## src/rtl/gpio_lm_pkg.sv

```systemverilog
package gpio_lm_pkg;
  localparam int unsigned NUM_REGS  = 6;
  localparam int unsigned REG_FUNC  = 0;
  localparam int unsigned REG_DIR   = 1;
  localparam int unsigned REG_DATA  = 2;
  localparam int unsigned REG_LEVEL = 3;
  localparam int unsigned REG_STAT  = 4;
  localparam int unsigned REG_NMIEN = 5;
endpackage

```

## src/rtl/gpio_lm_sync.sv

```systemverilog
module gpio_lm_sync #(
  parameter int unsigned WIDTH = 32
) (
  input  logic             clk_i,
  input  logic             rst_ni,
  input  logic [WIDTH-1:0] async_i,
  output logic [WIDTH-1:0] sync_o
);
  logic [WIDTH-1:0] meta_q, sync_q;

  always_ff @(posedge clk_i or negedge rst_ni) begin
    if (!rst_ni) begin
      meta_q <= '0;
      sync_q <= '0;
    end else begin
      meta_q <= async_i;
      sync_q <= meta_q;
    end
  end

  assign sync_o = sync_q;
endmodule

```

## src/rtl/gpio_lm_regs.sv

```systemverilog
module gpio_lm_regs
  import gpio_lm_pkg::*;
#(
  parameter int unsigned     WIDTH     = 32,
  parameter int unsigned     ADDR_W    = 5,
  parameter logic [WIDTH-1:0] LEVEL_RST = '1
) (
  input  logic              clk_i,
  input  logic              rst_ni,
  input  logic              req_i,
  input  logic              we_i,
  input  logic [ADDR_W-1:0] addr_i,
  input  logic [WIDTH-1:0]  wdata_i,
  output logic [WIDTH-1:0]  rdata_o,
  input  logic [WIDTH-1:0]  pin_sync_i,
  input  logic [WIDTH-1:0]  stat_i,
  output logic [WIDTH-1:0]  func_o,
  output logic [WIDTH-1:0]  dir_o,
  output logic [WIDTH-1:0]  dout_o,
  output logic [WIDTH-1:0]  level_o,
  output logic [WIDTH-1:0]  nmi_en_o,
  output logic              stat_wr_o
);
  localparam int unsigned IDX_W = ADDR_W - 2;

  logic [IDX_W-1:0] idx;
  logic             aligned;
  logic             mapped;
  logic             wr;
  logic [WIDTH-1:0] func_q, dir_q, dout_q, level_q, nmi_en_q;

  assign idx     = addr_i[ADDR_W-1:2];
  assign aligned = (addr_i[1:0] == 2'b00);
  assign mapped  = aligned && (int'(idx) < NUM_REGS);
  assign wr      = req_i && we_i && mapped;

  always_ff @(posedge clk_i or negedge rst_ni) begin
    if (!rst_ni) begin
      func_q   <= '0;
      dir_q    <= '0;
      dout_q   <= '0;
      level_q  <= LEVEL_RST;
      nmi_en_q <= '0;
    end else if (wr) begin
      case (int'(idx))
        REG_FUNC:  func_q   <= wdata_i;
        REG_DIR:   dir_q    <= wdata_i;
        REG_DATA:  dout_q   <= wdata_i;
        REG_LEVEL: level_q  <= wdata_i;
        REG_NMIEN: nmi_en_q <= wdata_i;
        default: ;
      endcase
    end
  end

  assign stat_wr_o = wr && (int'(idx) == REG_STAT);

  always_comb begin
    rdata_o = '0;
    if (mapped) begin
      case (int'(idx))
        REG_FUNC:  rdata_o = func_q;
        REG_DIR:   rdata_o = dir_q;
        REG_DATA:  rdata_o = pin_sync_i;
        REG_LEVEL: rdata_o = level_q;
        REG_STAT:  rdata_o = stat_i;
        REG_NMIEN: rdata_o = nmi_en_q;
        default:   rdata_o = '0;
      endcase
    end
  end

  assign func_o   = func_q;
  assign dir_o    = dir_q;
  assign dout_o   = dout_q;
  assign level_o  = level_q;
  assign nmi_en_o = nmi_en_q;

  assert_unmapped_rd_R3: assert property (@(posedge clk_i) disable iff (!rst_ni)
    (req_i && !we_i && !mapped) |-> (rdata_o == '0));

  assert_unmapped_wr_R3: assert property (@(posedge clk_i) disable iff (!rst_ni)
    (req_i && we_i && !mapped) |=> ($stable(func_q) && $stable(dir_q) && $stable(dout_q)
                                    && $stable(level_q) && $stable(nmi_en_q)));
endmodule

```

## src/rtl/gpio_lm_status.sv

```systemverilog
module gpio_lm_status #(
  parameter int unsigned WIDTH = 32
) (
  input  logic             clk_i,
  input  logic             rst_ni,
  input  logic [WIDTH-1:0] pin_sync_i,
  input  logic [WIDTH-1:0] level_i,
  input  logic [WIDTH-1:0] nmi_en_i,
  input  logic             wr_i,
  input  logic [WIDTH-1:0] wdata_i,
  output logic [WIDTH-1:0] stat_o,
  output logic             irq_o,
  output logic             nmi_o
);
  logic [WIDTH-1:0] match;
  logic [WIDTH-1:0] stat_q;

  assign match = ~(pin_sync_i ^ level_i);

  always_ff @(posedge clk_i or negedge rst_ni) begin
    if (!rst_ni)   stat_q <= '0;
    else if (wr_i) stat_q <= wdata_i;
    else           stat_q <= stat_q | match;
  end

  assign stat_o = stat_q;
  assign nmi_o  = |(stat_q & nmi_en_i);
  assign irq_o  = |(stat_q & ~nmi_en_i);

  assert_sticky_R6: assert property (@(posedge clk_i) disable iff (!rst_ni)
    !wr_i |=> ((stat_q & $past(stat_q)) == $past(stat_q)));

  assert_match_sets_R6: assert property (@(posedge clk_i) disable iff (!rst_ni)
    !wr_i |=> ((stat_q & $past(match)) == $past(match)));

  assert_write_replaces_R7: assert property (@(posedge clk_i) disable iff (!rst_ni)
    wr_i |=> (stat_q == $past(wdata_i)));
endmodule

```

## src/rtl/gpio_lm_padmux.sv

```systemverilog
module gpio_lm_padmux #(
  parameter int unsigned WIDTH = 32
) (
  input  logic [WIDTH-1:0] func_i,
  input  logic [WIDTH-1:0] dir_i,
  input  logic [WIDTH-1:0] dout_i,
  input  logic [WIDTH-1:0] alt_out_i,
  input  logic [WIDTH-1:0] alt_oe_i,
  output logic [WIDTH-1:0] pin_out_o,
  output logic [WIDTH-1:0] pin_oe_o
);
  for (genvar i = 0; i < WIDTH; i++) begin : g_pin
    assign pin_out_o[i] = func_i[i] ? alt_out_i[i] : dout_i[i];
    assign pin_oe_o[i]  = func_i[i] ? alt_oe_i[i]  : dir_i[i];
  end
endmodule

```

## src/rtl/gpio_lm_ctrl.sv

```systemverilog
module gpio_lm_ctrl #(
  parameter int unsigned      NUM_PINS  = 32,
  parameter int unsigned      ADDR_W    = 5,
  parameter logic [NUM_PINS-1:0] LEVEL_RST = '1
) (
  input  logic                clk_i,
  input  logic                rst_ni,
  input  logic                req_i,
  input  logic                we_i,
  input  logic [ADDR_W-1:0]   addr_i,
  input  logic [NUM_PINS-1:0] wdata_i,
  output logic [NUM_PINS-1:0] rdata_o,
  input  logic [NUM_PINS-1:0] pin_in_i,
  output logic [NUM_PINS-1:0] pin_out_o,
  output logic [NUM_PINS-1:0] pin_oe_o,
  input  logic [NUM_PINS-1:0] alt_out_i,
  input  logic [NUM_PINS-1:0] alt_oe_i,
  output logic                irq_o,
  output logic                nmi_o
);
  logic [NUM_PINS-1:0] pin_sync, stat, func, dir, dout, level, nmi_en;
  logic                stat_wr;

  gpio_lm_sync #(.WIDTH(NUM_PINS)) u_sync (
    .clk_i   (clk_i),
    .rst_ni  (rst_ni),
    .async_i (pin_in_i),
    .sync_o  (pin_sync)
  );

  gpio_lm_regs #(.WIDTH(NUM_PINS), .ADDR_W(ADDR_W), .LEVEL_RST(LEVEL_RST)) u_regs (
    .clk_i      (clk_i),
    .rst_ni     (rst_ni),
    .req_i      (req_i),
    .we_i       (we_i),
    .addr_i     (addr_i),
    .wdata_i    (wdata_i),
    .rdata_o    (rdata_o),
    .pin_sync_i (pin_sync),
    .stat_i     (stat),
    .func_o     (func),
    .dir_o      (dir),
    .dout_o     (dout),
    .level_o    (level),
    .nmi_en_o   (nmi_en),
    .stat_wr_o  (stat_wr)
  );

  gpio_lm_status #(.WIDTH(NUM_PINS)) u_status (
    .clk_i      (clk_i),
    .rst_ni     (rst_ni),
    .pin_sync_i (pin_sync),
    .level_i    (level),
    .nmi_en_i   (nmi_en),
    .wr_i       (stat_wr),
    .wdata_i    (wdata_i),
    .stat_o     (stat),
    .irq_o      (irq_o),
    .nmi_o      (nmi_o)
  );

  gpio_lm_padmux #(.WIDTH(NUM_PINS)) u_padmux (
    .func_i    (func),
    .dir_i     (dir),
    .dout_i    (dout),
    .alt_out_i (alt_out_i),
    .alt_oe_i  (alt_oe_i),
    .pin_out_o (pin_out_o),
    .pin_oe_o  (pin_oe_o)
  );

  assert_pending_signalled_R8: assert property (@(posedge clk_i) disable iff (!rst_ni)
    (stat != '0) |-> (irq_o || nmi_o));

  assert_gpio_input_undriven_R4: assert property (@(posedge clk_i) disable iff (!rst_ni)
    ((pin_oe_o & ~func & ~dir) == '0));
endmodule

```

## config.mk

```make
export PLATFORM = sky130hd
export DESIGN_NAME = gpio_lm_ctrl
export DESIGN_NICKNAME = d
export VERILOG_FILES = /design/src/rtl/gpio_lm_pkg.sv /design/src/rtl/gpio_lm_sync.sv /design/src/rtl/gpio_lm_regs.sv /design/src/rtl/gpio_lm_status.sv /design/src/rtl/gpio_lm_padmux.sv /design/src/rtl/gpio_lm_ctrl.sv
export SDC_FILE = /design/constraint.sdc
export NUM_CORES = 1
export LEC_CHECK = 0
export CORE_MARGIN = 3
export CORE_UTILIZATION = 47
export CTS_CLUSTER_SIZE = 25
export DETAILED_ROUTE_END_ITERATION = 8
export GPL_TIMING_DRIVEN = 0
export PLACE_DENSITY = 0.77
export SYNTH_ARGS = -nofsm -noshare
export SYNTH_HDL_FRONTEND = slang
export SYNTH_SLANG_ARGS = --single-unit
```

## constraint.sdc

```tcl
create_clock -name clk_i -period 2.4 [get_ports clk_i]
set_input_delay 0.6 -clock clk_i [delete_from_list [all_inputs] [get_ports clk_i]]
set_output_delay 0.6 -clock clk_i [all_outputs]
set_load 0.03 [all_outputs]
```

[Word-level counts from Yosys, hierarchy flattened]
Cells that the tools add are included.
Widths: inputs -> output; s select.
Storage, ports and cells
  bits of input ports: 137
  output and inout port bits: 98
  logic and storage cells: 100
  register bits after elaboration: 256
Operators by class
  eq/ne operators: 5
  reduce and logical (&&, ||, !) cells: 13
  order comparisons: 1
  bitwise gates (word level): 6
  muxes and demuxes: 67
Operator list (count)
  $pmux 32 s6: 1
  $and 32x32->32: 2
  $mux 1: 64
  $mux 32: 2
  $not 32->32: 2
  $reduce_or 32->1: 2
  $or 32x32->32: 1
  $xor 32x32->32: 1
  $reduce_and 2->1: 5
  $eq 3x2->1 const B: 2
  $eq 3x3->1 const B: 2
  $logic_and 1x1->1: 4
  $eq 3x1->1 const B: 1
  $logic_not 3->1: 1
  $lt 3x3->1 const B: 1
  $logic_not 2->1: 1

[Longest topological paths before layout]
Gate-level depths: netlist of run 1.
  depth after elaboration: 5
  mapped depth: 7
  mapped depth without buffers: 4

[Hierarchy]
Synthesis of run 1 repeated with hierarchy kept, for this count alone.
Unflattened totals
  cells, all modules: 916
  area, all modules: 12360.6 µm²
Modules (own cells, without submodules)
  gpio_lm_regs: cells an instance 547, sequential area each 4043.9 µm², area an instance 7923.8 µm², instances 1
  gpio_lm_status: cells an instance 241, sequential area each 800.8 µm², area an instance 1971.9 µm², instances 1
  gpio_lm_sync: cells an instance 64, sequential area each 1601.5 µm², area an instance 1601.5 µm², instances 1
  gpio_lm_padmux: cells an instance 64, sequential area each 0.0 µm², area an instance 863.3 µm², instances 1

[Least setup slack after synthesis of run 1]
Ideal clock, no wire load.
  kind: input to output
  from: in addr_i[2]
  to: out rdata_o[19]
  required time: 1.800 ns
  stages: 6
  data arrival time: 2.441 ns
  slack: -0.641 ns
  path buffers: 4
  cell sequence: buf_2 -> buf_2 -> clkbuf_1 -> buf_1 -> a221oi_1 -> a211oi_1
Between the ends
  longest elaborated chain between the ends: 3
  elaborated cells on any way between the ends: 10
  classes of those cells: order compare (1); eq/ne (5); mux (2); reduce/logical (2)
RTL lines
  from (decl): line gpio_lm_ctrl.sv:10  | input logic [ADDR_W-1:0] addr_i,
  $eq 3x3->1, or another cell as far along: line gpio_lm_regs.sv:61  | case (int'(idx))
  $pmux 32 s6 / $logic_and 1x1->1 (equally long branches): line gpio_lm_regs.sv:61, gpio_lm_regs.sv:34
  $mux 32 *: line gpio_lm_regs.sv:60  | if (mapped) begin
  to (decl): line gpio_lm_ctrl.sv:12  | output logic [NUM_PINS-1:0] rdata_o,
Mark *: on every way between the ends. The rest lies on a longest branch, timed or not.

[Worst setup path after layout of run 1]
  from: reg u_status.stat_q[23] (netlist: u_status.stat_o[23])
  to: out irq_o
Between the ends
  longest elaborated chain between the ends: 2
RTL lines
  from (decl): line gpio_lm_status.sv:16  | logic [WIDTH-1:0] stat_q;
  from (signal assigned): line gpio_lm_status.sv:22  | else if (wr_i) stat_q <= wdata_i;
  from (signal assigned): line gpio_lm_status.sv:23  | else stat_q <= stat_q | match;
  $and 32x32->32: line gpio_lm_status.sv:28  | assign irq_o = |(stat_q & ~nmi_en_i);
  $reduce_or 32->1: line gpio_lm_status.sv:28
  to (decl): line gpio_lm_ctrl.sv:18  | output logic irq_o,
No other way between the ends.

==> run_results.csv, run 1 <==
group,metric,value,unit
grt,grt_max_degree,118,
clocking,path_clk_slew,0.06,ns
timing,max_clock_freq,376,MHz
drt,wl_per_cell,25.6,um
critical_path,cp_max_fo,2,
outcome,status,"finished with violations",
power_and_ir_drop,seqPwrFrac,42.4,%
yosys,yosysSeqAreaShare,54.7,%
grt,overflow,0,
timing,finalSetupViolations,28,
worst_hold_path,hold_class,"reg -> reg",
timing,final_max_slew_viol_count,0,
timing,slew_headroom,53.5,%
layout,antenna_cells,0,
timing,worstMarginPinSlew,0.698,ns
power_and_ir_drop,power.density,703,nW/um2
grt,antenna_found_initial,1,
drt,antenna_left,0,
critical_path,critical_path_class,"reg -> out",
drt,viasPerCell,5.93,
timing,whs,0.346,ns
power_and_ir_drop,internal-power,8730,uW
timing,min_period,2.66,ns
layout,syn_to_final_growth,47.2,%
yosys,synth_cells,925,
yosys,synth_edf_count,0,
floorplanning,io_pins,235,
layout,nNetsFinal,1375,
power_and_ir_drop,p_clk_share,35.9,%
drt,post-route-drc-count,0,
critical_path,critPathCaptureType,"output pin",
drt,vias,9378,
drt,dr.pass1.iters,5,
drt,drt_iter0_drc,793,
job,maxCapViolCount,0,
yosys,yosysMostFrequentCell,"mux2_2",
clocking,cts_tree,"done",
yosys,synth-seq-cells,256,
floorplanning,rows,57,
yosys,ys_types,30,
yosys,ys.flop_type,"dfrtp_1",
clocking,cts-root-buf,"clkbuf_16",
place,place_congestion,0.971,
layout,fin_area,17300,um2
place,io_buffers,233,
power_and_ir_drop,p_leak,0.00777,uW
floorplanning,core_area,24500,um2
yosys,yosysWarnings,0,
yosys,async_flop_share,100,%
yosys,synth_fp_nets,1062,
grt,grt_pass1_wl,60.8,mm
floorplanning,die-area,27000,um2
clocking,cts_max_level,1,
timing,rsz0062_at_grt,"true",
drt,wirelength,40.5,mm
critical_path,crit_arrival,2.06,ns
clocking,clock_sinks,256,
layout,fin_util,70.9,%
clocking,clock_path_buffers,3,
power_and_ir_drop,pwr-share-comb,21.6,%
timing,finalHoldViolations,0,
yosys,syn_area_per_cell,12.7,um2
grt,grt_use_total,30.2,%
timing,timing.final.crit_share,111,%
critical_path,worst_setup_path_start_kind,"flop",
power_and_ir_drop,switchingPower,3460,uW
yosys,netlist_top_cells_count,"mux2_2 (244), dfrtp_1 (224), nor2_1 (71)",
place,dp_hpwl,26.5,mm
timing,setup_ws,-0.261,ns
grt,grt_pass1_vias,9883,
floorplanning,fp.dieW,164,um
power_and_ir_drop,vdd_drop_max,0.484,mV
yosys,yosysTopAreaCell,"dfrtp_1",
power_and_ir_drop,power,12200,uW
clocking,cts_inserted_buffers,27,
timing,fin_worst_skew,0.0100,ns
yosys,yosys-top-cells-area,"dfrtp_1 (48%), mux2_2 (23%), dfstp_2 (7.1%), mux2i_1 (3.1%), xor2_1 (2.4%)",
place,dpl_cell_area,14900,um2
floorplanning,fp.dieH,164,um
yosys,synth_top_area_share,47.6,%
yosys,syn-cell-area,11800,um2
place,pre_cts_ws,-1.78,ns
clocking,clock_latency,0.54,ns
floorplanning,initial_core_util,48.2,%
critical_path,cp.required,1.80,ns
outcome,failed_checks,"negative setup slack",
power_and_ir_drop,p_sw_share,28.4,%
layout,drive_gt1_share,46.6,%
==> registers in the layout, summed over array words and instances, names as in the netlist <==
signal           cells
u_sync.sync_o       32
u_regs.nmi_en_o     32
u_regs.func_o       32
u_regs.dir_o        32
u_regs.dout_o       32
u_status.stat_o     32
u_regs.level_o      32
u_sync.meta_q       32
==> layer usage <==
layer	wire length, um	up-vias	part of all wire (%)	GRT usage, %
li1	-	4006	-	-
met1	16200	4742	40	39.8
met2	18800	496	46	48.0
met3	3530	132	8.7	6.94
met4	2030	2	5.0	13.2
met5	13	-	0.032	0
==> layout make-up <==
type,count,area (um2)
Clock buffer,39,771
Inverter,34,133
Multi-Input combinational cell,584,5780
Fill cell,1707,7120
Buffer,52,652
Clock inverter,10,159
Sequential cell,256,6470
Timing Repair Buffer,283,2960
Tap cell,324,405
==> path summary, 6_finish.rpt <==
kind                                      from  cells past startpoint                  to  slack, ns
max                        u_status.stat_o[23]                      6               irq_o      -0.26
min                          u_sync.meta_q[18]                      0   u_sync.sync_o[18]       0.35
min reg2reg                  u_sync.meta_q[18]                      0   u_sync.sync_o[18]       0.35
min in group asynchronous               rst_ni                      2   u_sync.sync_o[21]       0.53
max reg2reg                  u_regs.level_o[4]                      3  u_status.stat_o[4]       1.34
max in group asynchronous               rst_ni                      4  u_regs.nmi_en_o[6]       0.51
==> worst max-delay path: stages, from the launching register on <==
cell and delay [ns]:
dfrtp_1 0.43, buf_4 0.18, inv_2 0.08, o22ai_1 0.10, nor4_1 0.27, nand4_1 0.25, buf_6 0.21
==> power groups by stage <==
stage / clock, uW / sequential [uW] / combinational, uW
4_1_cts: 4430 / 5160 / 2580
2_1_floorplan: 0 / 5070 / 1440
5_1_grt: 4610 / 5220 / 2790
6_report: 4380 / 5170 / 2640
3_5_place_dp: 0 / 5230 / 2390
3_3_place_gp: 0 / 5220 / 2340
==> logic make-up (layout without fill, tap and decap cells) <==
| kind of cell | after synthesis | count (layout) | synth area share, % |
|---|---|---|---|
| multiplexers | 287 | 287 | 27.1 |
| flip-flops | 256 | 256 | 54.7 |
| AND/OR/NAND/NOR | 98 | 98 | 3.65 |
| XOR/XNOR | 32 | 32 | 2.38 |
| buffers and inverters | 86 | 418 | 3.08 |
| AO/OA/AOI/OAI | 166 | 167 | 9.06 |
==> cell usage in the layout (no fill, tap or decap), types with 7 or more instances in the layout <==
master / n
dfrtp_1: 201
mux2_2: 236
o22ai_1: 15
a21oi_2: 22
mux2_4: 8
nor2_1: 57
dfstp_2: 32
a221oi_4: 13
clkdlybuf4s50_1: 130
xor2_1: 32
mux2i_1: 35
buf_6: 37
clkbuf_8: 15
dfrtp_2: 23
clkbuf_16: 36
buf_16: 8
buf_4: 35
buf_2: 8
a21oi_1: 24
a211oi_4: 13
dlygate4sd2_1: 64
clkbuf_1: 13
nor2_2: 7
inv_1: 27
a22oi_2: 25
buf_12: 16
nor2_4: 7
a31oi_1: 32
==> stage by stage <==
step	std cells	TNS, ns
after global routing	1582	-3.65
final	1582	-2.70
after detailed placement	1484	-177.48
after CTS	1572	-2.76
after global placement	1482	-2623.99
after floorplan	925	-0.249
==> timing repair <==
item | in CTS | in global routing
gates resized for setup | 521 | 49
endpoints found under the setup margin | 218 | 46
setup buffers | 23 | 12
endpoints found under the hold margin | 34 | 0
cloned | 15 | 0
hold buffers | 1 | 0
pin swaps | 51 | 34
No activity file was read; power rests on OpenSTA's default activity.
==> inputs of run 2 (changes only) <==
--- a/config.mk
+++ b/config.mk
@@ -5,8 +5,10 @@
 export SDC_FILE = /design/constraint.sdc
 export NUM_CORES = 1
 export LEC_CHECK = 0
+export CORE_ASPECT_RATIO = 1.2
 export CORE_MARGIN = 3
 export CORE_UTILIZATION = 47
+export CTS_CLUSTER_DIAMETER = 120
 export CTS_CLUSTER_SIZE = 25
 export DETAILED_ROUTE_END_ITERATION = 8
 export GPL_TIMING_DRIVEN = 0
==> run_results.csv, run 2 (same netlist as run 1, synthesis figures left out) <==
group,metric,value,unit
power_and_ir_drop,vdd_drop_max,0.439,mV
outcome,failed_checks,"negative hold slack, negative setup slack",
critical_path,crit_chain,"a22oi_1 > nand4_1 > or4_4 > buf_6",
grt,grt_pass1_wl,57.9,mm
floorplanning,fp.dieH,179,um
power_and_ir_drop,p_leak,0.00751,uW
drt,wl_per_cell,25.1,um
drt,drt_iter0_drc,598,
grt,antenna_found_initial,0,
critical_path,slowest_delay,0.48,ns
layout,syn_to_final_growth,41.9,%
clocking,cts_inserted_buffers,14,
layout,drive_gt1_share,45.6,%
outcome,status,"finished with violations",
drt,viasPerCell,5.87,
clocking,cts-root-buf,"clkbuf_16",
drt,post-route-drc-count,0,
critical_path,critPathCaptureType,"output pin",
grt,grt_max_degree,127,
power_and_ir_drop,power.density,621,nW/um2
critical_path,crit_arrival,2.04,ns
clocking,cts_tree,"done",
power_and_ir_drop,switchingPower,3140,uW
layout,final_common_cell,"mux2_2",
layout,antenna_cells,0,
critical_path,cp_top_family,"simple AND/OR/NAND/NOR gates",
layout,nNetsFinal,1363,
floorplanning,fp.dieW,151,um
drt,wirelength,38.9,mm
place,dp_hpwl,26.5,mm
floorplanning,die-area,27000,um2
power_and_ir_drop,seqPwrFrac,49.6,%
critical_path,cp_max_fo,4,
power_and_ir_drop,pwr-share-comb,25.2,%
grt,grt_use_total,28.2,%
timing,setup_ws,-0.237,ns
critical_path,critical_path_class,"reg -> out",
drt,wl_met1,15.1,mm
drt,antenna_left,0,
timing,tns,-2.53,ns
timing,finalHoldViolations,4,
job,maxCapViolCount,0,
drt,top_layer,"met4",
timing,max_clock_freq,379,MHz
worst_hold_path,hold_class,"in -> async",
critical_path,worst_setup_path_start_kind,"flop",
timing,final_max_slew_viol_count,0,
place,place_inst,1480,
clocking,path_clk_slew,0.11,ns
critical_path,cp_slowest_cell,"dfrtp_1",
timing,timing.final.crit_share,110,%
power_and_ir_drop,p_sw_share,30.3,%
critical_path,cp.required,1.80,ns
layout,fillers,1689,
critical_path,r2r_end,"u_status.stat_o[2]",
timing,whs,-0.0112,ns
timing,finalSetupViolations,38,
floorplanning,rows,62,
power_and_ir_drop,p_clk_share,25.1,%
power_and_ir_drop,internal-power,7250,uW
critical_path,critPathBufInv,1,
clocking,clock_path_buffers,3,
timing,fin_worst_skew,0.0208,ns
place,io_buffers,233,
floorplanning,core_area,24300,um2
timing,min_period,2.64,ns
floorplanning,io_pins,235,
drt,vias,9118,
critical_path,ff2ff_setup_slack,1.30,ns
drt,route.met3.wl,2.91,mm
drt,dr.pass1.iters,6,
critical_path,ff2ff_path_depth,3,
drt,wl_met2,19.0,mm
grt,grt_pass1_vias,9539,
place,place_congestion,0.953,
clocking,clock_latency,0.49,ns
layout,mostFrequentLayoutCells,"mux2_2 (236), dfrtp_1 (206), clkdlybuf4s50_1 (130)",
layout,fin_cells,1553,
timing,worstMarginPinSlew,0.693,ns
clocking,ctsHoldBuffers,0,
floorplanning,initial_core_util,48.5,%
critical_path,r2r-start,"u_regs.level_o[2]",
clocking,clock_sinks,256,
grt,overflow,0,
timing,rsz0062_at_grt,"true",
clocking,cts_max_level,1,
timing,slew_headroom,53.8,%
-- run 2: area by class of cell --
cell class | count | area, um2 | area share, %
Clock inverter | 1 | 20.0 | 0.120
Inverter | 34 | 128 | 0.763
Tap cell | 320 | 400 | 2.39
Sequential cell | 256 | 6470 | 38.7
Clock buffer | 22 | 402 | 2.40
Multi-Input combinational cell | 583 | 5810 | 34.8
Timing Repair Buffer | 287 | 2930 | 17.5
Buffer | 50 | 563 | 3.37
-- run 2: worst reg2reg max path, delay by kind of cell, from the launching register on --
kind	cells	cell delay [ns]
AOI/OAI and AO/OA	1	0.13
DFF	1	0.55
xor gates and xnor gates	1	0.17
buffers and inverters	1	0.11
-- run 2: through the flow --
| step | utilization (%) | setup WS [ns] | cell area [um2] | hold WS, ns | total power [uW] |
|---|---|---|---|---|---|
| 6_report | 68.9 | -0.237 | 16700 | -0.0112 | 10400 |
| 5_1_grt | 68.9 | -0.274 | 16700 | 0.00736 | 10800 |
| 4_1_cts | 68.0 | -0.203 | 16500 | 0.00935 | 10400 |
| 3_5_place_dp | 61.2 | -1.81 | 14900 | 0.335 | 7610 |
| 3_3_place_gp | 61.0 | -9.90 | 14800 | 0.333 | 7560 |
| 2_1_floorplan | - | -0.0412 | 12100 | 0.304 | 6510 |
-- run 2: how the worst max path moves through the flow --
stage / from / endpoint / slack, ns / depth (start not counted)
2_1_floorplan: addr_i[3] / rdata_o[1] / -0.04 / 5
3_3_place_gp: rst_ni / u_regs.dout_o[22] / -9.90 / 1
3_5_place_dp: addr_i[4] / rdata_o[21] / -1.81 / 8
4_1_cts: u_regs.nmi_en_o[22] / nmi_o / -0.20 / 4
5_1_grt: u_regs.nmi_en_o[18] / nmi_o / -0.27 / 4
6_report: u_regs.nmi_en_o[19] / nmi_o / -0.24 / 4
-- run 2: repair_timing --
item / 4_1_cts / 5_1_grt
hold endpoints to repair: 0 / 0
cloned: 9 / 0
setup buffers: 32 / 14
resized for setup: 512 / 60
pin swaps: 59 / 38
endpoints found under the setup margin: 247 / 149
-- run 2: layer usage --
layer / global-route usage, % / vias up
li1: - / 3976
met2: 46.5 / 451
met1: 36.7 / 4576
met4: 12.1 / 0
met3: 4.61 / 115
met5: 0 / -
-- run 2: power by group through the flow --
stage	clock network (uW)	registers, uW	logic [uW]
CTS	2650	5150	2560
global placement	0	5220	2340
floorplan	0	5070	1440
global route	2810	5210	2770
finish	2610	5160	2620
detailed placement	0	5230	2380
==> inputs of run 3 (changes only) <==
--- a/config.mk
+++ b/config.mk
@@ -5,8 +5,8 @@
 export SDC_FILE = /design/constraint.sdc
 export NUM_CORES = 1
 export LEC_CHECK = 0
-export CORE_ASPECT_RATIO = 1.2
-export CORE_MARGIN = 3
+export CORE_ASPECT_RATIO = 0.6
+export CORE_MARGIN = 8
 export CORE_UTILIZATION = 47
 export CTS_CLUSTER_DIAMETER = 120
 export CTS_CLUSTER_SIZE = 25
==> run_results.csv, run 3 (same netlist as run 1, synthesis figures left out) <==
group,metric,value,unit
grt,grt_pass1_vias,9732,
grt,grt_use_total,26.8,%
floorplanning,io_pins,235,
layout,mostFrequentLayoutCells,"mux2_2 (234), dfrtp_1 (207), clkdlybuf4s50_1 (130)",
critical_path,ff2ff_setup_slack,1.35,ns
outcome,failed_checks,"negative setup slack",
place,pre_cts_ws,-1.76,ns
timing,timing.final.crit_share,111,%
floorplanning,core_area,24900,um2
grt,grt_max_degree,123,
drt,dr.pass1.iters,5,
layout,final_common_cell,"mux2_2",
power_and_ir_drop,switchingPower,3240,uW
timing,fin_worst_skew,0.0223,ns
power_and_ir_drop,seqPwrFrac,49.6,%
power_and_ir_drop,p_leak,0.00760,uW
drt,viasPerCell,5.82,
clocking,cts_tree,"done",
critical_path,crit_arrival,2.07,ns
clocking,path_clk_slew,0.11,ns
clocking,cts_inserted_buffers,14,
clocking,clock_path_buffers,3,
timing,setup_ws,-0.272,ns
power_and_ir_drop,vdd_drop_max,0.372,mV
drt,post-route-drc-count,0,
grt,grt_pass1_wl,61.9,mm
layout,antenna_cells,0,
timing,max_clock_freq,374,MHz
floorplanning,fp.dieW,220,um
critical_path,cp.required,1.80,ns
job,maxCapViolCount,0,
drt,wirelength,41.2,mm
power_and_ir_drop,internal-power,7190,uW
layout,nNetsFinal,1369,
floorplanning,die-area,30600,um2
clocking,cts_max_level,1,
timing,finalSetupViolations,34,
critical_path,critPathCaptureType,"output pin",
power_and_ir_drop,power.density,617,nW/um2
drt,wl_per_cell,26.3,um
worst_hold_path,hold_class,"reg -> reg",
clocking,cts-root-buf,"clkbuf_16",
power_and_ir_drop,pwr-share-comb,25.5,%
power_and_ir_drop,p_sw_share,31.0,%
critical_path,cp_max_fo,2,
timing,rsz0062_at_grt,"true",
layout,syn_to_final_growth,43.4,%
critical_path,critical_path_class,"reg -> out",
power_and_ir_drop,p_clk_share,24.9,%
timing,final_max_slew_viol_count,0,
drt,antenna_left,0,
place,io_buffers,233,
power_and_ir_drop,power,10400,uW
timing,finalHoldViolations,0,
floorplanning,initial_core_util,47.2,%
drt,drt_iter0_drc,655,
clocking,clock_latency,0.50,ns
place,dp_hpwl,28.9,mm
clocking,clock_sinks,256,
place,place_congestion,0.956,
timing,worstMarginPinSlew,0.748,ns
outcome,status,"finished with violations",
grt,overflow,0,
layout,fin_cells,1568,
floorplanning,fp.dieH,139,um
place,place_inst,1489,
layout,drive_gt1_share,47.1,%
layout,fillers,1847,
floorplanning,rows,45,
grt,antenna_found_initial,1,
timing,slew_headroom,50.2,%
critical_path,worst_setup_path_start_kind,"flop",
drt,vias,9122,
timing,min_period,2.67,ns
## run 3: cell count changes in the layout (fill, tap and decap cells not counted), moves of 5 or more
cell	change
o22ai_1	-5
inv_1	-7
a21oi_2	+9
a21oi_1	-7
nor2_1	+5
buf_4	+6
nor2_2	-5
inv_2	+5
## run 3: what timing repair did
| item | 4_1_cts | 5_1_grt |
|---|---|---|
| buffers inserted | 32 | 15 |
| cloned | 10 | 0 |
| hold endpoints to repair | 29 | 0 |
| pin swaps | 63 | 41 |
| gates resized for setup | 516 | 80 |
| hold buffers | 1 | 0 |
| endpoints found under the setup margin | 251 | 87 |
## run 3: layout make-up
cell class	count	area, um2	area share [%]
clock buffer	21	377	2.23
inverter	34	133	0.785
sequential	256	6470	38.3
multi-input combinational	583	5900	34.9
clock inverter	2	36.3	0.215
buffer	52	599	3.55
timing repair buffer	291	2980	17.6
tap	329	412	2.44
## run 3: through the flow
stage          area (um2)  TNS (ns)  utilization (%)  hold WS [ns]
2_1_floorplan       12100    -0.249                -         0.304
3_3_place_gp        14800  -2635.15             59.4         0.333
3_5_place_dp        14900   -189.51             59.7         0.335
4_1_cts             16500     -3.45             66.3         0.355
5_1_grt             16900     -4.64             67.8         0.354
6_report            16900     -3.50             67.8         0.352
## run 3: final timing paths
kind                                     startpoint                  to  cells after the start
worst max-delay path            u_regs.nmi_en_o[25]               nmi_o                      4
worst min-delay path              u_sync.meta_q[10]   u_sync.sync_o[10]                      0
worst max register to register    u_regs.level_o[1]  u_status.stat_o[1]                      2
worst min register to register    u_sync.meta_q[10]   u_sync.sync_o[10]                      0
max in group asynchronous                    rst_ni   u_regs.func_o[11]                      3
min in group asynchronous                    rst_ni   u_sync.sync_o[25]                      2
## run 3: power by group through the flow
| stage | registers [uW] | logic (uW) | clock network [uW] |
|---|---|---|---|
| floorplan | 5070 | 1440 | 0 |
| global placement | 5220 | 2370 | 0 |
| detailed placement | 5230 | 2420 | 0 |
| CTS | 5160 | 2590 | 2650 |
| global route | 5230 | 2800 | 2790 |
| finish | 5170 | 2660 | 2600 |
## run 3: per-layer routing
metal	up-vias	part of all wire (%)	global-route usage (%)
met3	83	10	8.61
met4	2	2.7	7.39
met5	-	0.027	0
li1	3978	-	-
met1	4638	44	38.0
met2	421	43	38.8
## run 3: critical path: stages (launching register included)
cell	delay [ns]
dfrtp_1	0.42
a22oi_2	0.30
nand4_1	0.12
or4_4	0.57
buf_6	0.16
